## config.mk

```make
export PLATFORM = sky130hd
export DESIGN_NAME = ocp_retry_seq
export DESIGN_NICKNAME = d
export VERILOG_FILES = /design/src/rtl/ocp_seq_pkg.sv /design/src/rtl/ocp_rst_qual.sv /design/src/rtl/ocp_ramp_timer.sv /design/src/rtl/ocp_fault_ctrl.sv /design/src/rtl/ocp_retry_seq.sv
export SDC_FILE = /design/constraint.sdc
export NUM_CORES = 1
export LEC_CHECK = 0
export ABC_AREA = 1
export BUFFER_PORTS_ARGS = -buffer_cell sky130_fd_sc_hd__buf_2
export CAP_MARGIN = 20
export CORE_ASPECT_RATIO = 0.5
export CORE_UTILIZATION = 45
export CTS_CLUSTER_DIAMETER = 80
export DETAILED_ROUTE_END_ITERATION = 12
export RECOVER_POWER = 50
export SLEW_MARGIN = 10
export SYNTH_ARGS = -nofsm -noshare
export SYNTH_HDL_FRONTEND = slang
export SYNTH_SLANG_ARGS = --single-unit
```

## constraint.sdc

```tcl
create_clock -name clk_i -period 3.7 [get_ports clk_i]
set_input_delay 0.185 -clock clk_i [delete_from_list [all_inputs] [get_ports clk_i]]
set_output_delay 0.185 -clock clk_i [all_outputs]
set_load 0.01 [all_outputs]
```

## src/rtl/ocp_seq_pkg.sv

```systemverilog
package ocp_seq_pkg;
  typedef enum logic [1:0] {
    TMR_UP   = 2'd0,
    TMR_DOWN = 2'd1,
    TMR_DUMP = 2'd2,
    TMR_FILL = 2'd3
  } tmr_cmd_e;
endpackage

```

## src/rtl/ocp_rst_qual.sv

```systemverilog
module ocp_rst_qual #(
  parameter int unsigned HOLD = 40
) (
  input  logic clk_i,
  input  logic rst_ni,
  input  logic req_i,
  output logic act_o
);
  localparam int unsigned HW = $clog2(HOLD + 1);
  localparam logic [HW-1:0] HOLD_V = HW'(HOLD);

  logic [HW-1:0] hold_q;

  always_ff @(posedge clk_i or negedge rst_ni) begin
    if (!rst_ni)                hold_q <= '0;
    else if (!req_i)            hold_q <= '0;
    else if (hold_q != HOLD_V)  hold_q <= hold_q + HW'(1);
  end

  // acts only from the edge after HOLD edges of continuous assertion
  assign act_o = req_i && (hold_q == HOLD_V);
endmodule

```

## src/rtl/ocp_ramp_timer.sv

```systemverilog
module ocp_ramp_timer
  import ocp_seq_pkg::*;
#(
  parameter int unsigned CNT_W   = 8,
  parameter int unsigned TH_LO   = 16,
  parameter int unsigned TH_HI   = 160,
  parameter int unsigned UP_STEP = 1,
  parameter int unsigned DN_STEP = 1
) (
  input  logic     clk_i,
  input  logic     rst_ni,
  input  tmr_cmd_e cmd_i,
  output logic     below_lo_o,
  output logic     above_hi_o
);
  localparam logic [CNT_W-1:0] LO_V = CNT_W'(TH_LO);
  localparam logic [CNT_W-1:0] HI_V = CNT_W'(TH_HI);
  localparam logic [CNT_W-1:0] DN_V = CNT_W'(DN_STEP);

  logic [CNT_W-1:0] cnt_q, cnt_d, up_val;

  generate
    if (UP_STEP == 1) begin : g_inc
      assign up_val = (&cnt_q) ? cnt_q : cnt_q + CNT_W'(1);
    end else begin : g_add
      logic [CNT_W:0] sum;
      assign sum    = {1'b0, cnt_q} + (CNT_W + 1)'(UP_STEP);
      assign up_val = sum[CNT_W] ? '1 : sum[CNT_W-1:0];
    end
  endgenerate

  always_comb begin
    unique case (cmd_i)
      TMR_DUMP: cnt_d = '0;
      TMR_FILL: cnt_d = '1;
      TMR_DOWN: cnt_d = (cnt_q >= DN_V) ? cnt_q - DN_V : '0;
      default:  cnt_d = up_val;
    endcase
  end

  always_ff @(posedge clk_i or negedge rst_ni) begin
    if (!rst_ni) cnt_q <= '0;
    else         cnt_q <= cnt_d;
  end

  assign below_lo_o = cnt_q < LO_V;
  assign above_hi_o = cnt_q > HI_V;
endmodule

```

## src/rtl/ocp_fault_ctrl.sv

```systemverilog
module ocp_fault_ctrl
  import ocp_seq_pkg::*;
(
  input  logic     clk_i,
  input  logic     rst_ni,
  input  logic     oc_i,
  input  logic     sd_req_i,
  input  logic     sup_ok_i,
  input  logic     latch_mode_i,
  input  logic     rst_act_i,
  input  logic     below_lo_i,
  input  logic     above_hi_i,
  output tmr_cmd_e cmd_o,
  output logic     run_en_o
);
  logic fault_q, hyst_q, lock_q;

  // below_lo term blocks a one-cycle glitch after a dump while hyst_q is still set
  assign run_en_o = sup_ok_i && !sd_req_i && hyst_q && !fault_q && !below_lo_i
                    && !(latch_mode_i && lock_q);

  always_ff @(posedge clk_i or negedge rst_ni) begin
    if (!rst_ni) begin
      fault_q <= 1'b0;
      hyst_q  <= 1'b0;
      lock_q  <= 1'b1;
    end else begin
      if (oc_i && run_en_o) fault_q <= 1'b1;
      else if (below_lo_i)  fault_q <= 1'b0;
      if (above_hi_i)       hyst_q  <= 1'b1;
      else if (below_lo_i)  hyst_q  <= 1'b0;
      if (rst_act_i)        lock_q  <= 1'b0;
    end
  end

  always_comb begin
    if (!sup_ok_i || sd_req_i || rst_act_i) cmd_o = TMR_DUMP;
    else if (latch_mode_i)                  cmd_o = TMR_FILL;
    else if (fault_q)                       cmd_o = TMR_DOWN;
    else                                    cmd_o = TMR_UP;
  end
endmodule

```

## src/rtl/ocp_retry_seq.sv

```systemverilog
module ocp_retry_seq
  import ocp_seq_pkg::*;
#(
  parameter int unsigned CNT_W    = 8,
  parameter int unsigned TH_LO    = 16,
  parameter int unsigned TH_HI    = 160,
  parameter int unsigned UP_STEP  = 1,
  parameter int unsigned DN_STEP  = 1,
  parameter int unsigned RST_HOLD = 40
) (
  input  logic clk_i,
  input  logic rst_ni,
  input  logic oc_i,
  input  logic sd_req_i,
  input  logic vdd_ok_i,
  input  logic vcc_ok_i,
  input  logic latch_mode_i,
  input  logic host_rst_i,
  output logic run_en_o,
  output logic sd_stat_o
);
  tmr_cmd_e tmr_cmd;
  logic     tmr_below_lo, tmr_above_hi, rst_act, run_en;

  ocp_rst_qual #(.HOLD(RST_HOLD)) u_rst_qual (
    .clk_i  (clk_i),
    .rst_ni (rst_ni),
    .req_i  (host_rst_i),
    .act_o  (rst_act)
  );

  ocp_ramp_timer #(
    .CNT_W(CNT_W), .TH_LO(TH_LO), .TH_HI(TH_HI),
    .UP_STEP(UP_STEP), .DN_STEP(DN_STEP)
  ) u_timer (
    .clk_i      (clk_i),
    .rst_ni     (rst_ni),
    .cmd_i      (tmr_cmd),
    .below_lo_o (tmr_below_lo),
    .above_hi_o (tmr_above_hi)
  );

  ocp_fault_ctrl u_ctrl (
    .clk_i        (clk_i),
    .rst_ni       (rst_ni),
    .oc_i         (oc_i),
    .sd_req_i     (sd_req_i),
    .sup_ok_i     (vdd_ok_i && vcc_ok_i),
    .latch_mode_i (latch_mode_i),
    .rst_act_i    (rst_act),
    .below_lo_i   (tmr_below_lo),
    .above_hi_i   (tmr_above_hi),
    .cmd_o        (tmr_cmd),
    .run_en_o     (run_en)
  );

  assign run_en_o  = run_en;
  assign sd_stat_o = ~run_en;
endmodule

```

Yosys cells after proc, flatten, opt, wreduce, memory -nomap -nowiden. Cells that the tools add are included. Widths: inputs -> output; s select.

Register bits after elaboration: 17. Word-level logic and storage cells: 49. Output and inout port bits: 2. Input port bits: 8.

Bitwise gates (word level): 1. Mux-type cells: 11. Magnitude comparators: 3. Add/sub/neg operators: 3. Reductions and logical operators: 19. Equality and inequality tests: 7.

Operators by type and width (number): $pmux 8 s3 (1); $mux 8 (2); $mux 6 (2); $logic_and 1x1->1 (9); $add 8x1->8 const B (1); $ge 8x1->1 const B (1); $gt 8x8->1 const B (1); $lt 8x5->1 const B (1); $reduce_and 8->1 (1); $sub 8x1->8 const B (1); $add 6x1->6 const B (1); $eq 6x6->1 const B (1); $ne 6x6->1 const B (1); $logic_not 1->1 (5); $eq 2x2->1 const B (2); $mux 1 (4); $mux 2 (2); $ne 4x4->1 const B (1); $reduce_bool 2->1 (2); $eq 2x1->1 const B (1); $logic_or 1x1->1 (2); $ne 2x1->1 const B (1); $not 1->1 (1).

Logic depth before layout (Yosys ltp).
Depth in word-level cells: 8. Mapped depth: 11. Depth with buffers taken out: 11.

Modules after synthesis. From an unflattened synthesis, not the netlist that was laid out.

Cells, all modules: 179. Area total of the unflattened synthesis: 1361.3 um2.

By module, submodules not included: ocp_ramp_timer (cells an instance 115, times used 1, area each 845.8 um2, seq. area each 200.2 um2); ocp_rst_qual (cells an instance 40, times used 1, area each 340.3 um2, seq. area each 150.1 um2); ocp_fault_ctrl (cells an instance 21, times used 1, area each 163.9 um2, seq. area each 76.3 um2); ocp_retry_seq (cells an instance 3, times used 1, area each 11.3 um2, seq. area each 0.0 um2).

Worst setup path after synthesis. Ideal clock, no wire load.

Kind: register to register. Start point: reg u_timer.cnt_q[0]. End point: reg u_timer.cnt_q[0]. Library setup time: 0.126 ns. Stages on the path, launching flop included: 10. Data arrival time: 1.279 ns. Path slack: 2.294 ns. Path through: dfrtp_1 -> ha_1 -> nand2_2 -> nor2_4 -> nand2_2 -> nor2_4 -> o21ai_4 -> clkinv_1 -> nor2_1 -> nor2_1.

Cells in the longest elaborated chain, start to end: 3. Elaborated cells on any way between the ends: 8. Classes of those cells: add/sub (2); order compare (1); eq/ne (1); mux (3); reduce/logical (1).

Ends and longest elaborated chain: start: declaration (line ocp_ramp_timer.sv:20) `logic [CNT_W-1:0] cnt_q, cnt_d, up_val;`; start signal: assignment (line ocp_ramp_timer.sv:43) `else cnt_q <= cnt_d;`; $add 8x1->8 (tied with other cells) (line ocp_ramp_timer.sv:24) `assign up_val = (&cnt_q) ? cnt_q : cnt_q + CNT_W'(1);`; $mux 8 (on tied branches) (line ocp_ramp_timer.sv:24, ocp_ramp_timer.sv:36); $pmux 8 s3 (line ocp_ramp_timer.sv:33) `unique case (cmd_i)`.

Several ways; a longest one is shown, not always the timed one. The select of a mux whose other input is x is not followed. A chain may end at the register's enable or synchronous reset.

Final worst setup path.
Start point: reg u_timer.cnt_q[4]. End point: out sd_stat_o.

Cells in the longest elaborated chain, start to end: 5.

Ends and longest elaborated chain: $lt 8x5->1 (line ocp_ramp_timer.sv:46) `assign below_lo_o = cnt_q < LO_V;`; $logic_not 1->1 (line ocp_fault_ctrl.sv:19) `assign run_en_o = sup_ok_i && !sd_req_i && hyst_q && !fault_q && !below_lo_i`; $logic_and 1x1->1 (line ocp_fault_ctrl.sv:19); $logic_and 1x1->1 (line ocp_fault_ctrl.sv:20) `&& !(latch_mode_i && lock_q);`; $not 1->1 (line ocp_retry_seq.sv:58) `assign sd_stat_o = ~run_en;`; end: declaration (line ocp_retry_seq.sv:20) `output logic sd_stat_o`.

Every way passes these cells.

==> reports/qor.yml <==
status:
  status: "completed"
synth:
  synth.top_cell.area_share_pct: 31.9
  synthTopCellsByArea: "dfrtp_1 (32%), nand2_1 (9.0%), nand3_1 (8.8%), inv_1 (6.6%), ha_1 (6.0%)"
  yosysWarningCount: 0
  synthCells: 169
  yosysMostFrequentCell: "nand2_1"
  syn_area_um2: 1250
  async_flop_share_pct: 100
  synth_area_leader_cell: "dfrtp_1"
  postSynthNetCount: 183
  synth_ff_type: "dfrtp_1"
  synthDistinctLibCells: 29
  ys_seq_elements: 17
  synth_common_cells: "nand2_1 (30), inv_1 (22), nand3_1 (22), nor2_1 (19), dfrtp_1 (16)"
  yosysSeqAreaShare_pct: 34.0
  syn_avg_cell_area_um2: 7.42
  synth_edf_count: 0
clock_network:
  cts_buffer_depth: 2
  numClockSinks: 17
  clk_latency_ns: 0.26
  clk_pin_slew_ns: 0.07
  cts_made_buffers: 3
  cts_tree: "done"
  cts_root_buf: "clkbuf_8"
  h-tree-depth: 1
detailed_routing:
  wl_um: 2750
  drt_first_pass_iters: 4
  drc: 0
  drt_iter0_markers: 59
  routedWlPerCell_um: 12.5
  antenna_left: 0
  vias: 1106
  via_per_inst: 5.03
cells_and_area:
  drive_gt1_share_pct: 20.2
  final_nets: 198
  design_area_um2: 1400
  stdcell_count: 220
  nFillCells: 268
  n_antenna_cell: 0
  syn_to_final_growth_pct: 11.7
worst_hold_path:
  min_path_type: "in2reg"
  hp-start: "oc_i"
  min_to: "u_ctrl.fault_q"
  whs_path_depth: 3
sta:
  rsz0062_at_grt: "false"
  period_share_pct: 44.3
  layout_setup_ws_ns: 2.06
  fin_worst_skew_ns: 0.00315
  fin_crit_ns: 1.64
  setup_violations: 0
  drv_slew: 0
  hold_viol: 0
  slew_headroom_pct: 34.6
  final.setup.tns_ns: 0
  max_freq_mhz: 610
  tightestPinTransition_ns: 0.982
worst_setup_path:
  r2r_cells: 9
  rr_startpoint: "u_timer.cnt_q[0]"
  cp_data_arrival_time_ns: 1.45
  criticalPathCategory: "reg2out"
  ff2ff_setup_slack_ns: 2.07
  crit_fanout: 6
  required_ns: 3.51
  worst_setup_path_start_kind: "flop"
  r2r-end: "u_timer.cnt_q[0]"
  end_kind: "output port"
pwr:
  vdd_drop_max_uv: 186
  p_per_area_nw_per_um2: 314
  p_leak_uw: 0.000668
placement:
  hpwl_um: 2140
  placed_area_um2: 1350
  gp_congestion: 0.821
  placedCellCount: 215
  io_buffer_count: 9
  pre_cts_ws_ns: 2.10
job:
  cap_violations: 0
floorplanning:
  fp-row-count: 13
  start_util_pct: 47.9
  core_um2: 2620
  io_pins: 10
  die_w_um: 76.6
  fp.dieH_um: 39.3
  die_area_um2: 3010
global_routing:
  grt_max_degree: 18
  grt_antenna_before_repair: 0
  grt_pass1_wl_um: 4660
  grt_usage_pct: 21.4
  grt.overflow.total: 0
  grt_pass1_vias: 1002
==> report_power, final <==
group | internal, uW | switching, uW | total (uW)
combinational | 30.4 | 59.1 | 89.5
clock | 75.0 | 71.9 | 147
sequential | 193 | 10.1 | 203
==> worst max-delay path: stages (launching register included) <==
cell,delay [ns]
dfrtp_1,0.47
nor2_1,0.08
nand2_1,0.17
inv_1,0.09
nor3_2,0.20
inv_1,0.05
buf_2,0.13
==> area by class of cell <==
class	instances	area [um2]	share of cell area, %
inverter	26	97.6	6.97
sequential	17	427	30.5
timing repair buffer	10	53.8	3.84
tap	37	46.3	3.31
clock inverter	1	5.00	0.357
multi-input combinational	126	729	52.1
clock buffer	3	41.3	2.95
==> flip-flops by register name, indices dropped and copies added (netlist names) <==
register	flops
u_ctrl.fault_q	1
u_ctrl.hyst_q	1
u_ctrl.lock_q	1
u_rst_qual.hold_q	6
u_timer.cnt_q	8
==> routing by layer <==
metal / GRT usage (%) / part of all wire [%] / up-vias
met2: 34.0 / 43 / 10
met4: 5.77 / 0.66 / 0
met3: 5.58 / 3.0 / 2
met1: 29.1 / 53 / 521
met5: 0 / 0 / -
li1: - / - / 573
==> cells in the final DEF, fill, tap and decap left out, types with 2 or more instances in the layout <==
master	instances
nor2_4	4
nor3_1	2
nor2_2	3
inv_2	3
xor2_1	4
nand2_2	6
nand3_1	22
nand2_1	30
a21oi_1	4
nand2_4	2
buf_2	8
dfrtp_1	16
o21ai_0	7
inv_1	22
clkbuf_8	3
nand4_1	3
or2_2	2
nor2_1	19
o211ai_1	2
nor3_2	2
ha_1	6
==> how the worst max path moves through the flow <==
| stage | from | endpoint | slack, ns |
|---|---|---|---|
| floorplan | u_timer.cnt_q[0] | u_timer.cnt_q[0] | 2.29 |
| global placement | u_timer.cnt_q[0] | u_timer.cnt_q[0] | 2.09 |
| detailed placement | u_timer.cnt_q[0] | u_timer.cnt_q[0] | 2.10 |
| CTS | u_timer.cnt_q[4] | sd_stat_o | 2.06 |
| global route | u_timer.cnt_q[4] | sd_stat_o | 1.92 |
| finish | u_timer.cnt_q[4] | sd_stat_o | 2.06 |
==> through the flow <==
step                utilization [%]  hold slack (ns)  total power (uW)
floorplan                         -           -0.111               268
global placement               51.4            0.139               294
detailed placement             51.4            0.143               295
CTS                            53.5            0.131               442
global route                   53.5            0.163               465
finish                         53.5            0.132               440
==> kinds of logic after synthesis <==
group	synth area share, %
flip-flops	34.0
adder cells (fa/ha/maj)	5.99
AND/OR/NAND/NOR	39.3
buffers and inverters	7.78
XOR/XNOR	3.49
AO/OA/AOI/OAI	9.38
==> timing repair <==
item                                   CTS  global route
gates resized for setup                  0             0
endpoints found under the hold margin   16             0
setup buffers                            0             0
hold buffers                             1             0
No activity file was read; power rests on OpenSTA's default activity.
